## src/rtl/seg_xlate.sv

```systemverilog
module seg_xlate #(
  parameter int GRAN_SHIFT = 12
) (
  input  logic        clk,
  input  logic        rst_n,
  input  logic        tbase_we,
  input  logic [31:0] tbase_wdata,
  input  logic        sel_load,
  input  logic [15:0] sel_value,
  output logic        mem_req,
  output logic [31:0] mem_addr,
  input  logic        mem_rvalid,
  input  logic [31:0] mem_rdata,
  output logic        busy,
  output logic        seg_valid,
  output logic        np_fault,
  output logic [1:0]  seg_dpl,
  output logic [3:0]  seg_type,
  output logic        seg_sys,
  output logic        seg_db,
  output logic        seg_avl,
  input  logic        acc_req,
  input  logic [31:0] acc_offset,
  output logic        acc_ack,
  output logic [31:0] lin_addr,
  output logic [1:0]  acc_fault
);

  localparam logic [31:0] GMASK = (32'd1 << GRAN_SHIFT) - 32'd1;
  localparam logic [1:0] F_OK = 2'b00, F_LIM = 2'b01, F_NP = 2'b10;

  typedef enum logic [1:0] {PH_IDLE, PH_LO, PH_HI} phase_t;

  phase_t      phase;
  logic [31:0] tbase, fetch_addr, w_lo;
  logic [31:0] seg_base, seg_elim;

  logic [31:0] d_base, d_elim;
  logic [19:0] d_lim;
  logic        d_gran, d_present;

  assign d_base    = {mem_rdata[31:24], mem_rdata[7:0], w_lo[31:16]};
  assign d_lim     = {mem_rdata[19:16], w_lo[15:0]};
  assign d_gran    = mem_rdata[23];
  assign d_present = mem_rdata[15];
  assign d_elim    = d_gran ? (({12'd0, d_lim} << GRAN_SHIFT) | GMASK) : {12'd0, d_lim};

  assign mem_req  = (phase != PH_IDLE);
  assign busy     = mem_req;
  assign mem_addr = fetch_addr;

  always_ff @(posedge clk) begin
    if (!rst_n) begin
      phase      <= PH_IDLE;
      tbase      <= '0;
      fetch_addr <= '0;
      w_lo       <= '0;
      seg_base   <= '0;
      seg_elim   <= '0;
      seg_valid  <= 1'b0;
      np_fault   <= 1'b0;
      seg_dpl    <= '0;
      seg_type   <= '0;
      seg_sys    <= 1'b0;
      seg_db     <= 1'b0;
      seg_avl    <= 1'b0;
    end else begin
      np_fault <= 1'b0;
      if (tbase_we) tbase <= tbase_wdata;
      unique case (phase)
        PH_IDLE: if (sel_load) begin
          fetch_addr <= tbase + {13'd0, sel_value, 3'b000};
          seg_valid  <= 1'b0;
          phase      <= PH_LO;
        end
        PH_LO: if (mem_rvalid) begin
          w_lo       <= mem_rdata;
          fetch_addr <= fetch_addr + 32'd4;
          phase      <= PH_HI;
        end
        PH_HI: if (mem_rvalid) begin
          seg_base  <= d_base;
          seg_elim  <= d_elim;
          seg_type  <= mem_rdata[11:8];
          seg_sys   <= mem_rdata[12];
          seg_dpl   <= mem_rdata[14:13];
          seg_avl   <= mem_rdata[20];
          seg_db    <= mem_rdata[22];
          seg_valid <= d_present;
          np_fault  <= ~d_present;
          phase     <= PH_IDLE;
        end
        default: phase <= PH_IDLE;
      endcase
    end
  end

  always_ff @(posedge clk) begin
    if (!rst_n) begin
      acc_ack   <= 1'b0;
      lin_addr  <= '0;
      acc_fault <= F_OK;
    end else begin
      acc_ack <= acc_req & ~busy;
      if (acc_req && !busy) begin
        lin_addr  <= seg_base + acc_offset;
        acc_fault <= !seg_valid ? F_NP : (acc_offset > seg_elim ? F_LIM : F_OK);
      end
    end
  end

  p_req_hold_r2: assert property (@(posedge clk) disable iff (!rst_n)
    (mem_req && !mem_rvalid) |=> (mem_req && $stable(mem_addr)));

  p_next_word_r2: assert property (@(posedge clk) disable iff (!rst_n)
    (mem_req && mem_rvalid && phase == PH_LO) |=> (mem_req && mem_addr == $past(mem_addr) + 32'd4));

  p_ack_accept_r8: assert property (@(posedge clk) disable iff (!rst_n)
    acc_ack |-> ($past(acc_req) && !$past(busy)));

  p_valid_idle_r7: assert property (@(posedge clk) disable iff (!rst_n)
    seg_valid |-> !busy);

  p_np_invalid_r7: assert property (@(posedge clk) disable iff (!rst_n)
    np_fault |-> !seg_valid);

  p_fault_code_r5: assert property (@(posedge clk) disable iff (!rst_n)
    acc_ack |-> (acc_fault != 2'b11));

  p_load_ignored_r9: assert property (@(posedge clk) disable iff (!rst_n)
    (busy && sel_load && !mem_rvalid) |=> $stable(mem_addr));

endmodule

```

## config.mk

```make
export PLATFORM = sky130hd
export DESIGN_NAME = seg_xlate
export DESIGN_NICKNAME = d
export VERILOG_FILES = /design/src/rtl/seg_xlate.sv
export SDC_FILE = /design/constraint.sdc
export NUM_CORES = 1
export LEC_CHECK = 0
export BUFFER_PORTS_ARGS = -buffer_cell sky130_fd_sc_hd__buf_2
export CORE_MARGIN = 4
export CORE_UTILIZATION = 48
export CTS_CLUSTER_SIZE = 10
export DETAILED_ROUTE_END_ITERATION = 8
export PLACE_DENSITY = 0.69
export SLEW_MARGIN = 30
export SYNTH_ARGS = -nofsm -noshare
export SYNTH_HDL_FRONTEND = slang
export SYNTH_SLANG_ARGS = --single-unit
```

## constraint.sdc

```tcl
create_clock -name clk -period 4.35 [get_ports clk]
set_clock_uncertainty 0.05 [all_clocks]
set_input_delay 0.87 -clock clk [delete_from_list [all_inputs] [get_ports clk]]
set_output_delay 0.87 -clock clk [all_outputs]
set_load 0.01 [all_outputs]
```

==> flow_summary.yaml, run 1 <==
sta:
  setup_tns_ns: 0
  fin_crit_sh_pct: 75.6
  max_freq_mhz: 304
  final_max_slew_viol_count: 0
  worst_pin_slew_ns: 0.956
  fin_crit_ns: 3.29
  rsz0062_at_grt: "no"
  slew_headroom_pct: 36.2
  hold_violations: 0
  setup_violations: 0
placement:
  io_buffers: 197
  postPlaceCellArea_mm2: 0.0124
  dp_hpwl_mm: 23.4
  finalWeightedCongestion: 0.901
  place_inst: 1859
job:
  drv_cap: 0
critical_path:
  end_kind: "register"
  worstPathRequired_ns: 4.69
  worstSetupPathType: "primary input to register"
  arrival_ns: 3.62
  crit_fanout: 9
  crit_path_start_kind: "primary input"
min_path:
  hold_class: "register to register"
floorplan:
  dieHeight_um: 161
  pin_count: 198
  start_util_pct: 49.1
  core_mm2: 0.0228
  die-area_mm2: 0.0258
  die_x_um: 161
  core.rowCount: 55
cts:
  cts_tree: "done"
  hold_buffers: 0
  clk_pin_slew_ns: 0.05
  root_buffer: "clkbuf_16"
  cts_setup_buffers: 0
  cts_resized: 0
  cts_sinks: 208
  clockBufferDepth: 3
  htreeDepth: 1
  cts_inserted_buffers: 25
  insertion_delay_ns: 0.52
routing:
  finalWirelength_mm: 31.9
  viasPerCell: 5.50
  initialDrtViolationCount: 705
  first_pass_iters: 5
  postRouteAntennaNets: 0
  vias: 10400
  wl_per_cell_um: 16.8
  drc: 0
finish:
  syn_to_final_growth_pct: 17.2
  layout-drive-gt1-share_pct: 16.4
  stdcell_area_mm2: 0.0131
  layout.nets: 1773
  multiInputGateArea_mm2: 0.00654
  fillers: 2156
  register_area_mm2: 0.00416
  instances_no_fill: 1897
power_and_ir_drop:
  design_power_total_mw: 4.57
  peakVddDrop_v: 0.000294
  p_leak_nw: 5.52
  power_density_mw_per_mm2: 349
logic_synthesis:
  ys_seq_elements: 208
  avgSynthCellArea_um2: 7.93
  yosys_warnings: 0
  syn_nets: 1610
  synth_most_common_cell: "nand2_1"
  ys_seq_area_share_pct: 37.3
  synth_area_leaders: "dfxtp_1 (37%), ha_1 (9.0%), nand2_1 (8.3%), a21oi_1 (8.2%), nor2_1 (4.0%)"
  async_flop_share_pct: 0
  synthCells: 1410
  yosys.area.top_type_share_pct: 37.3
  synthTopCellsByCount: "nand2_1 (247), dfxtp_1 (208), a21oi_1 (183)"
  netlist_area_mm2: 0.0112
  yosysTopAreaCell: "dfxtp_1"
  synthFlopType: "dfxtp_1"
  synth-edff-count: 0
  ys_types: 64
status:
  status: "finished clean"
global_routing:
  antenna_found_initial: 5
  track_usage_pct: 23.8
  gr-total-overflow: 0
  grt_pass1_wl_mm: 51.1
  grt_pass1_vias: 9833
  grt_max_degree: 106
## metal layers
metal	part of all wire [%]	track usage [%]	wire length, um
met5	0.044	0	14
met4	2.5	7.31	790
met3	7.6	4.95	2420
met2	45	37.8	14300
met1	45	32.7	14300
## power by group
group          total [mW]  internal, mW  switching (mW)
registers            2.07          2.00          0.0728
clock network        1.81          1.05           0.759
logic               0.693         0.277           0.416
total                4.57          3.32            1.25
## cell type report
class	count	share of cell area (%)
antenna	3	0.0573
clock buffer	33	5.08
clock inverter	2	0.105
inverter	52	1.53
multi-input combinational	1074	49.9
sequential	208	31.8
tap	313	2.99
timing repair buffer	212	8.49
## sequential cells by signal, summed over array words and instances, names as in the netlist, 2 cells and up
| signal | flops |
|---|---|
| acc_fault | 2 |
| lin_addr | 32 |
| mem_addr | 32 |
| phase | 2 |
| seg_base | 32 |
| seg_dpl | 2 |
| seg_elim | 32 |
| seg_type | 4 |
| tbase | 32 |
| w_lo | 32 |
## logic make-up (layout without fill, tap and decap cells)
logic type               Yosys count  in the layout  synth area share, %
multiplexers                      44             44                 3.94
buffers and inverters            128            299                 4.34
other                              0              3                    0
flip-flops                       208            208                 37.3
AO/OA/AOI/OAI                    376            376                 20.9
adder cells (fa/ha/maj)           82             82                 9.31
XOR/XNOR                          45             45                 3.53
AND/OR/NAND/NOR                  527            527                 20.7
## metrics by stage
| step | util [%] | setup slack, ns | hold WS (ns) |
|---|---|---|---|
| 6_report | 57.5 | 1.06 | 0.395 |
| 5_1_grt | 57.5 | 0.924 | 0.418 |
| 4_1_cts | 57.4 | 1.09 | 0.397 |
| 3_5_place_dp | 54.5 | 0.535 | 0.391 |
| 3_3_place_gp | 54.5 | 0.642 | 0.385 |
| 2_1_floorplan | - | 0.948 | 0.381 |
## worst paths after layout
kind / start / end / slack [ns] / cells after the start
setup / recovery: sel_value[0] / mem_addr[31] / 1.06 / 12
hold / removal: lin_addr[11] / lin_addr[11] / 0.39 / 2
setup reg to reg: tbase[3] / mem_addr[31] / 1.22 / 11
hold reg to reg: lin_addr[11] / lin_addr[11] / 0.39 / 2
## cells in the final DEF (no fill, tap or decap), types with 7 or more instances in the layout
cell type	instances
ha_1	80
a211oi_1	26
xor2_1	20
o21ai_0	55
nand2_1	246
buf_4	14
mux2i_1	44
clkbuf_1	7
o211ai_1	10
a21o_1	31
nor3_1	29
inv_1	51
o21a_1	9
dfxtp_1	208
buf_2	197
a21oi_1	183
o21bai_1	7
nor2b_1	7
clkbuf_16	25
nand4_1	23
xnor2_1	25
a31oi_1	10
nand3_1	51
and2_1	7
nor2_1	118
or3_1	8
and3_1	7
## critical path, stage by stage
cell,delay (ns)
buf_2,0.10
ha_1,0.21
fa_1,0.42
a21o_1,0.20
a21oi_2,0.19
o21bai_2,0.11
a2111oi_4,0.45
o31ai_4,0.16
a211oi_4,0.48
nor4b_1,0.15
o311ai_2,0.23
a31oi_1,0.06
Power figures use the tool's default switching activity.
==> run 2, diff against run 1 <==
clock period = 3.4 ns   (was 4.35 ns; I/O delays follow)
==> run 2 against run 1 <==
Die area unchanged. Non-clock buffer count up 13. Utilization up 0.49 points. Critical path type is now register to register. First-iteration DRC count up 3.8%. Count of clock-buffer cells in the layout down 3. Clock power up 29%.
==> flow_summary.yaml, run 2 (synthesis gave the netlist of run 1 again) <==
sta:
  setup_violations: 0
  slew_headroom_pct: 37.4
  finalWorstSetupSlack_ns: 0.407
  fin_crit_sh_pct: 88.0
  rsz0062_at_grt: "no"
  fin_crit_ns: 2.99
  max_freq_mhz: 334
  final_max_slew_viol_count: 0
  timing.hold.ws_ns: 0.334
  worst_pin_slew_ns: 0.939
  setup_tns_ns: 0
  hold_violations: 0
routing:
  drc: 0
  wl_per_cell_um: 16.7
  dr_wl_met3_mm: 2.35
  initialDrtViolationCount: 732
  finalWirelength_mm: 31.8
  viasPerCell: 5.53
  vias: 10600
  wl_met1_mm: 14.3
  route.met2.wl_mm: 14.4
  postRouteAntennaNets: 0
  highest_layer: "met5"
  first_pass_iters: 6
global_routing:
  antenna_found_initial: 4
  track_usage_pct: 23.7
  gr-total-overflow: 0
  grt_pass1_vias: 9734
  grt_pass1_wl_mm: 50.7
  grt_max_degree: 84
critical_path:
  crit_fanout: 7
  path_cells: "ha_1, fa_1, a21o_1, a21oi_2, o21bai_2, a2111oi_4, o31ai_4, a211oi_4, buf_4, nor3_1, a21oi_1, o32ai_1"
  crit_path_start_kind: "register"
  cp_slowest_cell: "a2111oi_4"
  worstPathRequired_ns: 3.75
  crit_buf_inv: 1
  end_kind: "register"
  critPathTopFamily: "compound AO/OA/AOI/OAI gates"
  worstSetupPathType: "register to register"
  arrival_ns: 3.34
  max_stage_delay_ns: 0.46
cts:
  cts_sinks: 208
  htreeDepth: 1
  insertion_delay_ns: 0.53
  cts_setup_buffers: 0
  cts_tree: "done"
  hold_buffers: 0
  cts_inserted_buffers: 25
  clockBufferDepth: 3
  root_buffer: "clkbuf_16"
  clk_pin_slew_ns: 0.06
  cts_resized: 0
power_and_ir_drop:
  power_density_mw_per_mm2: 445
  p_clk_share_pct: 39.8
  p_leak_nw: 5.59
  switching_power_mw: 1.62
  power_frac_comb_pct: 15.2
  peakVddDrop_v: 0.000389
  pwr-share-seq_pct: 45.0
  internal_power_mw: 4.26
  power.share.switching_pct: 27.6
finish:
  mostFrequentLayoutCells: "nand2_1 (246), dfxtp_1 (208), buf_2 (197)"
  fillers: 2144
  final_common_cell: "nand2_1"
  syn_to_final_growth_pct: 18.1
  layout-drive-gt1-share_pct: 17.2
  layout.nets: 1786
placement:
  io_buffers: 197
  dp_hpwl_mm: 23.8
  finalWeightedCongestion: 0.924
  place_ws_ns: -0.0737
floorplan:
  dieHeight_um: 161
  die-area_mm2: 0.0258
  core_mm2: 0.0228
  die_x_um: 161
  start_util_pct: 49.1
  core.rowCount: 55
  pin_count: 198
status:
  status: "finished clean"
min_path:
  hold_class: "primary input to register"
job:
  drv_cap: 0
run 2: changes by cell type in the layout (fill, tap and decap cells not counted), sizes merged:
cell / before / now
clkinv: 1 / 2
clkbuf: 33 / 30
diode: 3 / 2
buf: 212 / 225
run 2: per-layer routing:
| layer | vias to the layer above | GRT usage, % |
|---|---|---|
| li1 | 5303 | - |
| met1 | 4833 | 33.2 |
| met2 | 357 | 37.8 |
| met3 | 58 | 4.77 |
| met4 | 4 | 5.87 |
| met5 | - | 0 |
run 2: power groups by stage:
stage	combinational [mW]	sequential, mW	clock, mW
floorplan	0.540	2.71	0
global placement	0.879	2.69	0
detailed placement	0.890	2.70	0
CTS	0.895	2.64	2.38
global route	0.996	2.66	2.49
finish	0.896	2.65	2.34
run 2: per-stage QoR:
stage,power [mW],utilization (%),cells,cell area (um2)
final,5.88,58.0,1907,13200
after global routing,6.15,58.0,1907,13200
after CTS,5.92,57.9,1905,13200
after detailed placement,3.59,54.9,1872,12500
after global placement,3.57,54.9,1872,12500
after floorplan,3.25,-,1410,11200
run 2: worst paths after layout:
path | from | endpoint | slack [ns] | depth (start not counted)
setup / recovery | tbase[3] | mem_addr[23] | 0.41 | 12
hold reg to reg | lin_addr[17] | lin_addr[17] | 0.40 | 2
setup reg to reg | tbase[3] | mem_addr[23] | 0.41 | 12
hold / removal | tbase_wdata[9] | tbase[9] | 0.33 | 3
run 2: worst reg2reg max path: cells and delay by family, from the launching register on:
family | cells | cell delay, ns
adder cells (fa/ha/maj) | 2 | 0.60
buffers and inverters | 1 | 0.19
flip-flops | 1 | 0.31
AND/OR/NAND/NOR | 1 | 0.04
AO/OA/AOI/OAI | 8 | 1.66
run 2: layout make-up:
cell class / instances / area (um2) / share of cell area, %
clock inverter: 3 / 30.0 / 0.227
clock buffer: 30 / 654 / 4.96
antenna: 2 / 5.00 / 0.0379
tap: 313 / 392 / 2.97
multi-input combinational: 1074 / 6540 / 49.5
inverter: 52 / 200 / 1.52
timing repair buffer: 225 / 1220 / 9.25
sequential: 208 / 4160 / 31.5
==> run 3, diff against run 2 <==
GPL_TIMING_DRIVEN = 0   (was unset)
==> run 3 against run 2 <==
Combinational power grew 4.1%. Fmax shrank 5.1%. Wire length increased by 13%. Clock power rose by 7%. Hold slack improved by 0.0010 ns. Die area did not move. Power up 3.7%. Critical path depth fell by 1. Sequential power about the same. Utilization up 0.40 points. Largest cell class unchanged.
==> flow_summary.yaml, run 3 (synthesis gave the netlist of run 1 again) <==
routing:
  wl_per_cell_um: 18.4
  initialDrtViolationCount: 833
  first_pass_iters: 5
  vias: 10900
  postRouteAntennaNets: 0
  finalWirelength_mm: 36.1
  drc: 0
  viasPerCell: 5.57
floorplan:
  pin_count: 198
  die-area_mm2: 0.0258
  die_x_um: 161
  core.rowCount: 55
  core_mm2: 0.0228
  dieHeight_um: 161
  start_util_pct: 49.1
placement:
  postPlaceCellArea_mm2: 0.0125
  place_ws_ns: -0.231
  io_buffers: 194
  dp_hpwl_mm: 28.2
  finalWeightedCongestion: 0.934
cts:
  cts_tree: "done"
  cts_setup_buffers: 0
  root_buffer: "clkbuf_16"
  clk_pin_slew_ns: 0.06
  cts_sinks: 208
  cts_resized: 0
  insertion_delay_ns: 0.53
  htreeDepth: 1
  cts_inserted_buffers: 26
  clockBufferDepth: 3
  hold_buffers: 0
min_path:
  hold_class: "primary input to register"
critical_path:
  cp_slowest_cell: "a211oi_4"
  crit_fanout: 9
  worstPathRequired_ns: 3.72
  path_cells: "ha_1, fa_1, a21o_1, a21oi_2, o21bai_2, a2111oi_4, o31ai_4, a211oi_4, nor3_1, xnor2_1, o22ai_1"
  critPathTopFamily: "compound AO/OA/AOI/OAI gates"
  max_stage_delay_ns: 0.49
  crit_buf_inv: 0
  worstSetupPathType: "register to register"
  crit_path_start_kind: "register"
  arrival_ns: 3.47
  end_kind: "register"
finish:
  final_common_cell: "nand2_1"
  mostFrequentLayoutCells: "nand2_1 (247), dfxtp_1 (208), buf_2 (195)"
  post-route-util_pct: 58.4
  stdcell_area_mm2: 0.0133
  layout.nets: 1832
  layout-drive-gt1-share_pct: 14.9
  syn_to_final_growth_pct: 19.0
power_and_ir_drop:
  power_density_mw_per_mm2: 459
  peakVddDrop_v: 0.000347
  p_leak_nw: 5.57
status:
  status: "finished clean"
sta:
  fin_crit_sh_pct: 92.8
  fin_crit_ns: 3.16
  setup_tns_ns: 0
  final_max_slew_viol_count: 0
  slew_headroom_pct: 33.6
  setup_violations: 0
  hold_violations: 0
  max_freq_mhz: 317
  finalWorstSetupSlack_ns: 0.245
  rsz0062_at_grt: "no"
  timing.hold.ws_ns: 0.335
  worst_pin_slew_ns: 0.995
global_routing:
  track_usage_pct: 26.7
  grt_pass1_vias: 10300
  grt_max_degree: 14
  antenna_found_initial: 2
  grt_pass1_wl_mm: 56.0
  gr-total-overflow: 0
job:
  drv_cap: 0
run 3: cell types whose count changed in the layout (fill, tap and decap cells not counted), sizes merged:
cell and delta:
buf -24, inv -1, clkbuf +73, clkinv +2
bufinv +1
run 3: routing by layer:
| layer | vias up | part of all wire [%] | GRT usage, % |
|---|---|---|---|
| met5 | - | 0.036 | 0 |
| met4 | 2 | 3.0 | 7.70 |
| met3 | 86 | 7.7 | 4.11 |
| met2 | 460 | 45 | 42.9 |
| met1 | 4962 | 44 | 37.3 |
| li1 | 5400 | - | - |
run 3: final timing paths:
check                           slack (ns)            to  cells past startpoint      startpoint
worst max-delay path                  0.24  mem_addr[25]                     11        tbase[3]
worst min-delay path                  0.33      tbase[7]                      3  tbase_wdata[7]
worst max register to register        0.24  mem_addr[25]                     11        tbase[3]
worst min register to register        0.40  lin_addr[14]                      2    lin_addr[14]
run 3: report_power, final:
part / switching [mW] / internal [mW]
clock: 1.03 / 1.48
sequential: 0.0962 / 2.55
combinational: 0.577 / 0.356
run 3: stage by stage:
| stage | total power, mW | instances |
|---|---|---|
| after floorplan | 3.25 | 1410 |
| after global placement | 3.60 | 1917 |
| after detailed placement | 3.62 | 1917 |
| after CTS | 6.11 | 1956 |
| after global routing | 6.33 | 1957 |
| final | 6.10 | 1958 |
run 3: area by class of cell:
type / instances / area, um2
Antenna cell: 2 / 5.00
Fill cell: 2190 / 9480
Multi-Input combinational cell: 1074 / 6530
Inverter: 52 / 195
Clock inverter: 5 / 61.3
Sequential cell: 208 / 4160
Timing Repair Buffer: 194 / 971
Buffer: 76 / 290
Clock buffer: 34 / 691
Tap cell: 313 / 392
run 3: tightest hold or removal path, cell delays in order:
cell and delay [ns]:
buf_2 0.07, mux2i_1 0.05, nor2_1 0.07
